--- src/rtl/dst_pkg.sv ---
package dst_pkg;

    localparam int STS_W = 32;

    // bit positions inside the status word
    localparam int B_DONE    = 1;
    localparam int B_BRESP   = 2;
    localparam int B_TO_STRM = 3;
    localparam int B_TO_MEM  = 4;
    localparam int B_WMARK   = 5;
    localparam int B_DECODE  = 6;
    localparam int B_OVFL    = 7;

    localparam logic [STS_W-1:0] STS_IMPL_MASK = 32'h0000_00FE;

    // event vector, ordered to match bits 7..1 of the status word
    typedef struct packed {
        logic ovfl;
        logic decode;
        logic wmark;
        logic to_mem;
        logic to_strm;
        logic bresp;
        logic done;
    } evt_t;

    function automatic logic [STS_W-1:0] evt_to_word(evt_t e);
        return {{(STS_W-8){1'b0}}, e, 1'b0};
    endfunction

    function automatic logic resp_is_error(logic [1:0] r);
        return (r == 2'b10) || (r == 2'b11);
    endfunction

endpackage

--- src/rtl/dst_fifo.sv ---
module dst_fifo #(
    parameter int DATA_W = 32,
    parameter int DEPTH  = 8
) (
    input  logic                         clk,
    input  logic                         rst,
    input  logic                         push,
    input  logic [DATA_W-1:0]            wdata,
    input  logic                         pop,
    output logic [DATA_W-1:0]            rdata,
    output logic [$clog2(DEPTH+1)-1:0]   count,
    output logic                         full,
    output logic                         empty
);
    localparam int PTR_W = (DEPTH > 1) ? $clog2(DEPTH) : 1;
    localparam int CNT_W = $clog2(DEPTH + 1);
    localparam logic [PTR_W-1:0] LAST = PTR_W'(DEPTH - 1);

    logic [DATA_W-1:0] mem [DEPTH];
    logic [PTR_W-1:0]  wr_ptr, rd_ptr;

    function automatic logic [PTR_W-1:0] bump(logic [PTR_W-1:0] p);
        return (p == LAST) ? '0 : p + 1'b1;
    endfunction

    always_ff @(posedge clk) begin
        if (push) mem[wr_ptr] <= wdata;
    end

    always_ff @(posedge clk) begin
        if (rst) begin
            wr_ptr <= '0;
            rd_ptr <= '0;
            count  <= '0;
        end else begin
            if (push) wr_ptr <= bump(wr_ptr);
            if (pop)  rd_ptr <= bump(rd_ptr);
            case ({push, pop})
                2'b10:   count <= count + 1'b1;
                2'b01:   count <= count - 1'b1;
                default: count <= count;
            endcase
        end
    end

    assign rdata = mem[rd_ptr];
    assign empty = (count == '0);
    assign full  = (count == CNT_W'(DEPTH));


    fifo_no_push_full_chk: assert property (@(posedge clk) disable iff (rst)
        full |-> !push);

    fifo_no_pop_empty_chk: assert property (@(posedge clk) disable iff (rst)
        empty |-> !pop);

    fifo_bound_chk: assert property (@(posedge clk) disable iff (rst)
        count <= CNT_W'(DEPTH));

endmodule

--- src/rtl/dst_ingress.sv ---
module dst_ingress (
    input  logic clk,
    input  logic rst,
    input  logic strm_valid,
    input  logic strm_pause,
    input  logic fifo_full,
    output logic push,
    output logic drop
);
    // no backpressure: a beat is either stored or discarded in its cycle
    assign push = strm_valid && !strm_pause && !fifo_full;
    assign drop = strm_valid && (strm_pause || fifo_full);


    pause_drops_chk: assert property (@(posedge clk) disable iff (rst)
        (strm_valid && strm_pause) |-> (drop && !push));

    push_drop_excl_chk: assert property (@(posedge clk) disable iff (rst)
        $onehot0({push, drop}));

endmodule

--- src/rtl/dst_events.sv ---
module dst_events
    import dst_pkg::*;
#(
    parameter int DEPTH  = 8,
    parameter int SIZE_W = 16,
    parameter int OUT_W  = 8
) (
    input  logic                        clk,
    input  logic                        rst,
    input  logic [$clog2(DEPTH+1)-1:0]  fill,
    input  logic                        fifo_empty,
    input  logic [$clog2(DEPTH+1)-1:0]  wm_level,
    input  logic [SIZE_W-1:0]           xfer_left,
    input  logic                        aw_hs,
    input  logic                        b_hs,
    input  logic [1:0]                  b_resp,
    input  logic                        tmo_mem,
    input  logic                        tmo_strm,
    input  logic                        drop,
    input  logic                        decode_err,
    output evt_t                        evt
);
    localparam logic [OUT_W-1:0] OUT_MAX = '1;

    logic [OUT_W-1:0] outst;
    logic             at_wm, wm_prev;
    logic             done_cond, done_prev;

    always_ff @(posedge clk) begin
        if (rst) begin
            outst <= '0;
        end else if (aw_hs && !b_hs) begin
            if (outst != OUT_MAX) outst <= outst + 1'b1;
        end else if (b_hs && !aw_hs) begin
            if (outst != '0) outst <= outst - 1'b1;
        end
    end

    assign at_wm     = (wm_level != '0) && (fill >= wm_level);
    assign done_cond = (xfer_left == '0) && fifo_empty && (outst == '0);

    // done_prev resets high so a condition already true at reset is not an edge
    always_ff @(posedge clk) begin
        if (rst) begin
            wm_prev   <= 1'b0;
            done_prev <= 1'b1;
        end else begin
            wm_prev   <= at_wm;
            done_prev <= done_cond;
        end
    end

    always_comb begin
        evt         = '0;
        evt.ovfl    = drop;
        evt.decode  = decode_err;
        evt.wmark   = at_wm && !wm_prev;
        evt.to_mem  = tmo_mem;
        evt.to_strm = tmo_strm;
        evt.bresp   = b_hs && resp_is_error(b_resp);
        evt.done    = done_cond && !done_prev;
    end


    done_single_chk: assert property (@(posedge clk) disable iff (rst)
        evt.done |=> !evt.done);

    outst_floor_chk: assert property (@(posedge clk) disable iff (rst)
        (outst == '0 && b_hs && !aw_hs) |=> (outst == '0));

    outst_step_chk: assert property (@(posedge clk) disable iff (rst)
        (aw_hs && !b_hs && outst != OUT_MAX) |=> (outst == $past(outst) + 1'b1));

    wm_single_chk: assert property (@(posedge clk) disable iff (rst)
        evt.wmark |=> !evt.wmark);

endmodule

--- src/rtl/dst_status_reg.sv ---
module dst_status_reg
    import dst_pkg::*;
#(
    parameter int                ADDR_W   = 12,
    parameter logic [ADDR_W-1:0] STS_ADDR = 12'h010
) (
    input  logic              clk,
    input  logic              rst,
    input  logic              reg_sel,
    input  logic              reg_write,
    input  logic [ADDR_W-1:0] reg_addr,
    input  logic [STS_W-1:0]  reg_wdata,
    output logic [STS_W-1:0]  reg_rdata,
    output logic              decode_err,
    input  evt_t              evt
);
    logic [STS_W-1:0] status, set_w, clr_w;
    logic             hit;

    assign hit        = (reg_addr == STS_ADDR);
    assign decode_err = reg_sel && !hit;
    assign set_w      = evt_to_word(evt);
    assign clr_w      = (reg_sel && reg_write && hit) ? reg_wdata : '0;

    // set is OR-ed after the clear so a same-cycle event survives
    always_ff @(posedge clk) begin
        if (rst) status <= '0;
        else     status <= ((status & ~clr_w) | set_w) & STS_IMPL_MASK;
    end

    assign reg_rdata = (reg_sel && hit) ? status : '0;


    sts_reserved_chk: assert property (@(posedge clk) disable iff (rst)
        (status & ~STS_IMPL_MASK) == '0);

    sts_set_wins_chk: assert property (@(posedge clk) disable iff (rst)
        (set_w != '0) |=> ((status & $past(set_w)) == $past(set_w)));

    sts_hold_chk: assert property (@(posedge clk) disable iff (rst)
        (!reg_sel && set_w == '0) |=> (status == $past(status)));

    sts_miss_zero_chk: assert property (@(posedge clk) disable iff (rst)
        (reg_sel && !hit) |-> (reg_rdata == '0));

endmodule

--- src/rtl/dst_stream_status.sv ---
module dst_stream_status
    import dst_pkg::*;
#(
    parameter int                DATA_W   = 32,
    parameter int                DEPTH    = 8,
    parameter int                SIZE_W   = 16,
    parameter int                OUT_W    = 8,
    parameter int                ADDR_W   = 12,
    parameter logic [ADDR_W-1:0] STS_ADDR = 12'h010
) (
    input  logic                        clk,
    input  logic                        rst,
    input  logic                        strm_valid,
    input  logic [DATA_W-1:0]           strm_data,
    input  logic                        strm_pause,
    output logic                        fifo_out_valid,
    output logic [DATA_W-1:0]           fifo_out_data,
    input  logic                        fifo_out_ready,
    input  logic [$clog2(DEPTH+1)-1:0]  wm_level,
    input  logic [SIZE_W-1:0]           xfer_left,
    input  logic                        aw_valid,
    input  logic                        aw_ready,
    input  logic                        b_valid,
    input  logic                        b_ready,
    input  logic [1:0]                  b_resp,
    input  logic                        tmo_mem,
    input  logic                        tmo_strm,
    input  logic                        reg_sel,
    input  logic                        reg_write,
    input  logic [ADDR_W-1:0]           reg_addr,
    input  logic [31:0]                 reg_wdata,
    output logic [31:0]                 reg_rdata
);
    localparam int CNT_W = $clog2(DEPTH + 1);

    logic             push, drop, pop, full, empty, decode_err;
    logic [CNT_W-1:0] fill;
    evt_t             evt;

    assign pop            = fifo_out_ready && !empty;
    assign fifo_out_valid = !empty;

    dst_ingress u_ingress (
        .clk        (clk),
        .rst        (rst),
        .strm_valid (strm_valid),
        .strm_pause (strm_pause),
        .fifo_full  (full),
        .push       (push),
        .drop       (drop)
    );

    dst_fifo #(.DATA_W(DATA_W), .DEPTH(DEPTH)) u_fifo (
        .clk   (clk),
        .rst   (rst),
        .push  (push),
        .wdata (strm_data),
        .pop   (pop),
        .rdata (fifo_out_data),
        .count (fill),
        .full  (full),
        .empty (empty)
    );

    dst_events #(.DEPTH(DEPTH), .SIZE_W(SIZE_W), .OUT_W(OUT_W)) u_events (
        .clk        (clk),
        .rst        (rst),
        .fill       (fill),
        .fifo_empty (empty),
        .wm_level   (wm_level),
        .xfer_left  (xfer_left),
        .aw_hs      (aw_valid && aw_ready),
        .b_hs       (b_valid && b_ready),
        .b_resp     (b_resp),
        .tmo_mem    (tmo_mem),
        .tmo_strm   (tmo_strm),
        .drop       (drop),
        .decode_err (decode_err),
        .evt        (evt)
    );

    dst_status_reg #(.ADDR_W(ADDR_W), .STS_ADDR(STS_ADDR)) u_status (
        .clk        (clk),
        .rst        (rst),
        .reg_sel    (reg_sel),
        .reg_write  (reg_write),
        .reg_addr   (reg_addr),
        .reg_wdata  (reg_wdata),
        .reg_rdata  (reg_rdata),
        .decode_err (decode_err),
        .evt        (evt)
    );


    out_valid_chk: assert property (@(posedge clk) disable iff (rst)
        (fifo_out_valid && !fifo_out_ready && !strm_valid) |=> fifo_out_valid);

endmodule

--- config.mk ---
export PLATFORM = sky130hd
export DESIGN_NAME = dst_stream_status
export DESIGN_NICKNAME = d
export VERILOG_FILES = /design/src/rtl/dst_pkg.sv /design/src/rtl/dst_fifo.sv /design/src/rtl/dst_ingress.sv /design/src/rtl/dst_events.sv /design/src/rtl/dst_status_reg.sv /design/src/rtl/dst_stream_status.sv
export SDC_FILE = /design/constraint.sdc
export NUM_CORES = 1
export LEC_CHECK = 0
export CAP_MARGIN = 20
export CORE_ASPECT_RATIO = 1.2
export CORE_MARGIN = 1
export CORE_UTILIZATION = 30
export DETAILED_ROUTE_END_ITERATION = 8
export HOLD_SLACK_MARGIN = 0.08
export PLACE_DENSITY = 0.51
export REMOVE_ABC_BUFFERS = 1
export SKIP_CTS_REPAIR_TIMING = 1
export SYNTH_ARGS = -nofsm -noshare
export SYNTH_HDL_FRONTEND = slang
export SYNTH_SLANG_ARGS = --single-unit
--- constraint.sdc ---
create_clock -name clk -period 6.2 [get_ports clk]
set_input_delay 1.55 -clock clk [delete_from_list [all_inputs] [get_ports clk]]
set_output_delay 1.55 -clock clk [all_outputs]
set_load 0.02 [all_outputs]
==> summary.txt, run 1 <==
status = finished, final reports clean
Design Power = 0.00512 W
Final Net Count = 890
critical path data required time = 4.65 ns
Yosys reg bits = 286
Syn Inst Count = 613
R2R depth = 5
Worst R2R End = u_fifo.mem[5][0]
Via density = 4.66
first-pass GRT wire length = 36500 um
CP most frequent cell = clkdlybuf4s50_1
GRT Total Usage = 12.2%
Detailed Routing Iterations Pass 1 = 4
Post-synth top cells = 256 x edfxtp_1, 64 x mux4_2, 33 x mux2_2, 30 x dfxtp_1, 28 x buf_4
skew final = 0.00964 ns
DR iter-0 viols = 325
period utilisation layout = 83.9%
Mapped Avg Cell Area = 18.9 um^2
CP Class = input pin to primary output
R2R setup slack = 3.45 ns
largest net degree at the start of global routing = 39
min Tclk post-route = 5.20 ns
Layout area overhead = 23.8%
Post-Route WL = 23800 um
CP endpoint = reg_rdata[2]
TritonCTS clock tree = yes
clk_lat worst skew = 0.54 ns
# clock sinks = 286
gr ovfl total = 0
crit path launch type = input pin
Root Buffer = clkbuf_16
vias in the first global route = 6295
Post-Syn Area = 0.0116 mm^2
die height = 217 um
Ys Warns = 0
top-area cell type share of the netlist area = 66.4%
DR vias = 5870
async set-reset flop share out of synthesis = 0%
Achievable Freq = 0.192 GHz
DIE WIDTH = 181 um
crit-path max FO = 6
Port Buf Inserts = 124
r2r startpoint = u_fifo.count[1]
EDFF count, synth = 256
Max stage delay on crit path = 0.61 ns
Fill cells = 3515
Data arrival, critical path = 3.65 ns
RSZ-0062 raised after global routing = false
final-report setup violation count = 0
Slew Limit Fails = 0
Critical Path Stages = 6
CTS Buf Count = 30
CTS clock-pin slew for the worst setup and hold paths = 0.06 ns
post-synthesis sequential area ratio = 71.6%
slew margin rel. = 36.8%
Post-route DRC = 0
cells traversed along the worst timing path = clkdlybuf4s50_1 -> nor4b_1 -> nand3_1 -> nor2_1 -> and2_1 -> clkdlybuf4s50_1
Final TNS setup = 0 ns
count leader, synth = edfxtp_1
synth top area cells = edfxtp_1 66%, mux4_2 12%, dfxtp_1 5.2%
FP Rows = 78
Worst path slowest cell = clkdlybuf4s50_1
Pleak = 4.62 nW
final hold violation count = 0
GPL Wtd Cong = 0.731
placed wire-length estimate = 14000 um
max-cap violations = 0
diodes inserted = 0
Core Area = 0.0380 mm^2
Detail Route Antenna Nets = 0
HP Class = flip-flop to flip-flop
area leader, netlist = edfxtp_1
I/O pin total = 176
crit end category = primary output
VDD IR max = 0.171 mV
Top delay family on crit path = simple AND/OR/NAND/NOR gates
synth unique cells = 50
Setup WS pre-CTS = 0.961 ns
layout cells sized above 1 = 21.9%
CTS HTree Levels = 1
Initial Util = 30.5%
Setup WS post-layout = 1.00 ns
Routed wire per std cell = 18.9 um
initial antenna violation count = 2
worst hold margin = 0.433 ns
ys flop type = edfxtp_1
Critical Path Start = reg_addr[1]
Cell Pwr Density = 357 mW/mm^2
Worst-Margin Slew = 0.945 ns
Hold Path Depth = 1
clk buf depth = 3
CP bufs+invs = 2
die area = 0.0394 mm^2
## cell usage in the layout (no fill, tap or decap), types with 8 or more instances in the layout
| cell type | synthesis | routed |
|---|---|---|
| nand3_1 | 9 | 9 |
| buf_4 | 28 | 14 |
| nor2_1 | 22 | 19 |
| inv_1 | 10 | 10 |
| and2_1 | 8 | 8 |
| nor4_1 | 10 | 9 |
| edfxtp_1 | 256 | 256 |
| ha_1 | 17 | 17 |
| a21oi_1 | 19 | 19 |
| clkbuf_1 | 9 | 8 |
| mux4_2 | 64 | 64 |
| mux2_2 | 33 | 33 |
| clkbuf_16 | 0 | 31 |
| dfxtp_1 | 30 | 27 |
| clkdlybuf4s50_1 | 0 | 124 |
| conb_1 | 1 | 25 |
| nand2_1 | 21 | 21 |
## how the worst min path moves through the flow
stage / start / end / slack [ns]
final: u_events.wm_prev / u_status.status[5] / 0.43
after global routing: u_events.wm_prev / u_status.status[5] / 0.47
after CTS: u_events.wm_prev / u_status.status[5] / 0.44
after global placement: u_events.wm_prev / u_status.status[5] / 0.41
after floorplan: u_events.wm_prev / u_status.status[5] / 0.40
after detailed placement: u_events.wm_prev / u_status.status[5] / 0.43
## kinds of logic (layout without fill, tap and decap cells)
logic type | after synthesis | count (layout) | synth area share [%]
flops | 286 | 286 | 71.6
mux | 101 | 101 | 16.0
simple gates | 101 | 101 | 4.46
buf+inv | 58 | 202 | 3.05
compound gates | 40 | 40 | 2.25
fa+ha+maj | 18 | 18 | 2.01
xor+xnor | 8 | 8 | 0.605
other cells | 1 | 25 | 0.0324
## cell type report
class / instances / area, um^2 / area share, %
Sequential cell: 286 / 8290 / 57.9
Multi-Input combinational cell: 293 / 3080 / 21.5
Timing Repair Buffer: 140 / 1380 / 9.61
Clock buffer: 39 / 806 / 5.62
Tap cell: 480 / 601 / 4.19
Clock inverter: 13 / 141 / 0.986
Inverter: 10 / 37.5 / 0.262
## registers in the layout, summed over array words and instances (netlist names), named ones only
register	count
u_fifo.count	4
u_events.done_prev	1
u_fifo.rd_ptr	3
u_fifo.wr_ptr	3
u_fifo.mem	256
u_events.outst	8
u_status.status	7
u_events.wm_prev	1
## stage by stage
stage	utilization, %	cell area, um^2	cells
floorplan	-	11400	589
global placement	35.2	13400	1208
detailed placement	35.3	13400	1209
CTS	37.8	14300	1261
global route	37.8	14300	1261
finish	37.8	14300	1261
## metal layers
layer	global-route usage, %	wire (um)	vias up
met5	0	26	-
met4	3.08	437	4
met3	2.78	1300	43
met2	21.4	11900	144
met1	15.2	10100	2975
li1	-	-	2704
## power breakdown
group | internal (W) | leakage (nW) | switching [W]
clock | 0.00103 | 0.458 | 0.000703
sequential | 0.00217 | 2.56 | 0.0000997
combinational | 0.000614 | 1.60 | 0.000501
total | 0.00381 | 4.62 | 0.00130
Power figures use the tool's default switching activity.
==> run 2, diff against run 1 <==
--- a/config.mk
+++ b/config.mk
@@ -11,7 +11,7 @@
 export CORE_UTILIZATION = 30
 export DETAILED_ROUTE_END_ITERATION = 8
 export HOLD_SLACK_MARGIN = 0.08
-export PLACE_DENSITY = 0.51
+export PLACE_DENSITY = 0.53
 export REMOVE_ABC_BUFFERS = 1
 export SKIP_CTS_REPAIR_TIMING = 1
 export SYNTH_ARGS = -nofsm -noshare
==> constraint.sdc (replaced) <==
create_clock -name clk -period 4.3 [get_ports clk]
set_input_delay 1.075 -clock clk [delete_from_list [all_inputs] [get_ports clk]]
set_output_delay 1.075 -clock clk [all_outputs]
set_load 0.02 [all_outputs]
==> run 2 against run 1 <==
Against the previous run: critical path depth is the same; die area stayed put; sequential power rose by 41%; via count about the same; power up 42%; wire length decreased by 2.0%; highest routed layer unchanged; clock power rose by 36%; global-route usage is 0.32 points lower; final area about the same.
==> summary.txt, run 2 (same netlist as run 1, synthesis figures left out) <==
status = finished, final reports clean
largest net degree at the start of global routing = 65
clk_lat worst skew = 0.54 ns
Largest regs = u_fifo.mem (256), u_events.outst (8), u_status.status (7)
DR iter-0 viols = 377
Root Buffer = clkbuf_16
Final Net Count = 887
Cell Pwr Density = 506 mW/mm^2
Core Area = 0.0380 mm^2
CTS clock-pin slew for the worst setup and hold paths = 0.06 ns
placed wire-length estimate = 13200 um
Via density = 4.66
Internal Power = 0.00537 W
DIE WIDTH = 181 um
CTS Buf Count = 28
Achievable Freq = 0.246 GHz
I/O pin total = 176
GPL Wtd Cong = 0.713
crit end category = primary output
crit-path max FO = 6
Fill cells = 3455
Worst-Margin Slew = 0.824 ns
worst hold margin = 0.426 ns
Data arrival, critical path = 3.00 ns
layout cells sized above 1 = 21.9%
period utilisation layout = 94.7%
Detail Route Antenna Nets = 0
Detailed Routing Iterations Pass 1 = 4
Comb pwr share = 23.2%
Seq pwr share = 44.2%
FP Rows = 78
Pleak = 4.60 nW
critical path data required time = 3.22 ns
final hold violation count = 0
RSZ-0062 raised after global routing = false
switch share = 25.9%
gr ovfl total = 0
Slew Limit Fails = 0
die height = 217 um
DR vias = 5868
Initial Util = 30.5%
vias in the first global route = 6197
HP Class = flip-flop to flip-flop
commonest cells after routing, fill and taps aside = 256 x edfxtp_1, 124 x clkdlybuf4s50_1, 64 x mux4_2
commonest non-fill, non-tap cell in the layout = edfxtp_1
VDD IR max = 0.361 mV
max reg flops = 256
CTS HTree Levels = 1
Reg area = 0.00830 mm^2
GRT Total Usage = 11.9%
final-report setup violation count = 0
diodes inserted = 0
Post-Route WL = 23300 um
clk buf depth = 3
first-pass GRT wire length = 35600 um
slew margin rel. = 44.9%
skew final = 0.0161 ns
area of the multi-input gates = 0.00308 mm^2
Layout area overhead = 23.7%
Port Buf Inserts = 124
register with the most flip-flops = u_fifo.mem
max-cap violations = 0
Routed wire per std cell = 18.5 um
# clock sinks = 286
Post-route DRC = 0
initial antenna violation count = 2
TritonCTS clock tree = yes
crit path launch type = input pin
Final TNS setup = 0 ns
CP Class = input pin to primary output
die area = 0.0394 mm^2
post-layout util = 37.7%
Clk pwr share = 32.6%
sw power = 0.00188 W
min Tclk post-route = 4.07 ns
## run 2: cell count changes in the layout (fill, tap and decap cells not counted), sizes merged
cell	delta
buf	-1
clkbuf	-5
inv	+2
clkinvlp	-2
clkinv	+6
bufinv	-1
## run 2: final cells by class
class | count | area share, %
Inverter | 10 | 0.262
Timing Repair Buffer | 139 | 9.89
Clock buffer | 34 | 5.20
Clock inverter | 18 | 0.987
Multi-Input combinational cell | 293 | 21.5
Tap cell | 480 | 4.19
Sequential cell | 286 | 57.9
## run 2: final timing paths
path	startpoint	to	slack [ns]	depth (start not counted)
setup reg to reg	u_fifo.count[1]	u_fifo.count[2]	1.67	10
hold reg to reg	u_events.wm_prev	u_status.status[5]	0.43	1
setup / recovery	reg_addr[6]	reg_rdata[1]	0.23	6
hold / removal	u_events.wm_prev	u_status.status[5]	0.43	1
## run 2: worst max-delay path, stage by stage
cell             delay (ns)
clkdlybuf4s50_1        0.41
nor4_1                 0.35
nand3_1                0.20
nor2_2                 0.20
and2_1                 0.16
clkdlybuf4s50_1        0.61
## run 2: per-stage QoR
| step | instance area, um^2 | std cells | worst slack, ns | total power [W] |
|---|---|---|---|---|
| 3_3_place_gp | 13400 | 1208 | 0.112 | 0.00498 |
| 4_1_cts | 14300 | 1260 | 0.0473 | 0.00738 |
| 2_1_floorplan | 11400 | 589 | -0.742 | 0.00442 |
| 3_5_place_dp | 13400 | 1208 | 0.0561 | 0.00498 |
| 6_report | 14300 | 1260 | 0.229 | 0.00725 |
| 5_1_grt | 14300 | 1260 | 0.0707 | 0.00759 |
## run 2: routing by layer
metal,track usage [%],vias to the layer above,share of wire (%)
met2,20.9,156,50
met5,0,-,0.099
li1,-,2708,-
met4,3.31,4,1.5
met3,2.98,26,6.0
met1,14.5,2974,42
## run 2: power by group through the flow
stage          registers (W)  logic (W)  clock network, W
2_1_floorplan        0.00338    0.00104                 0
3_3_place_gp         0.00326    0.00172                 0
3_5_place_dp         0.00326    0.00172                 0
4_1_cts              0.00320    0.00173           0.00244
5_1_grt              0.00321    0.00184           0.00254
6_report             0.00320    0.00169           0.00236
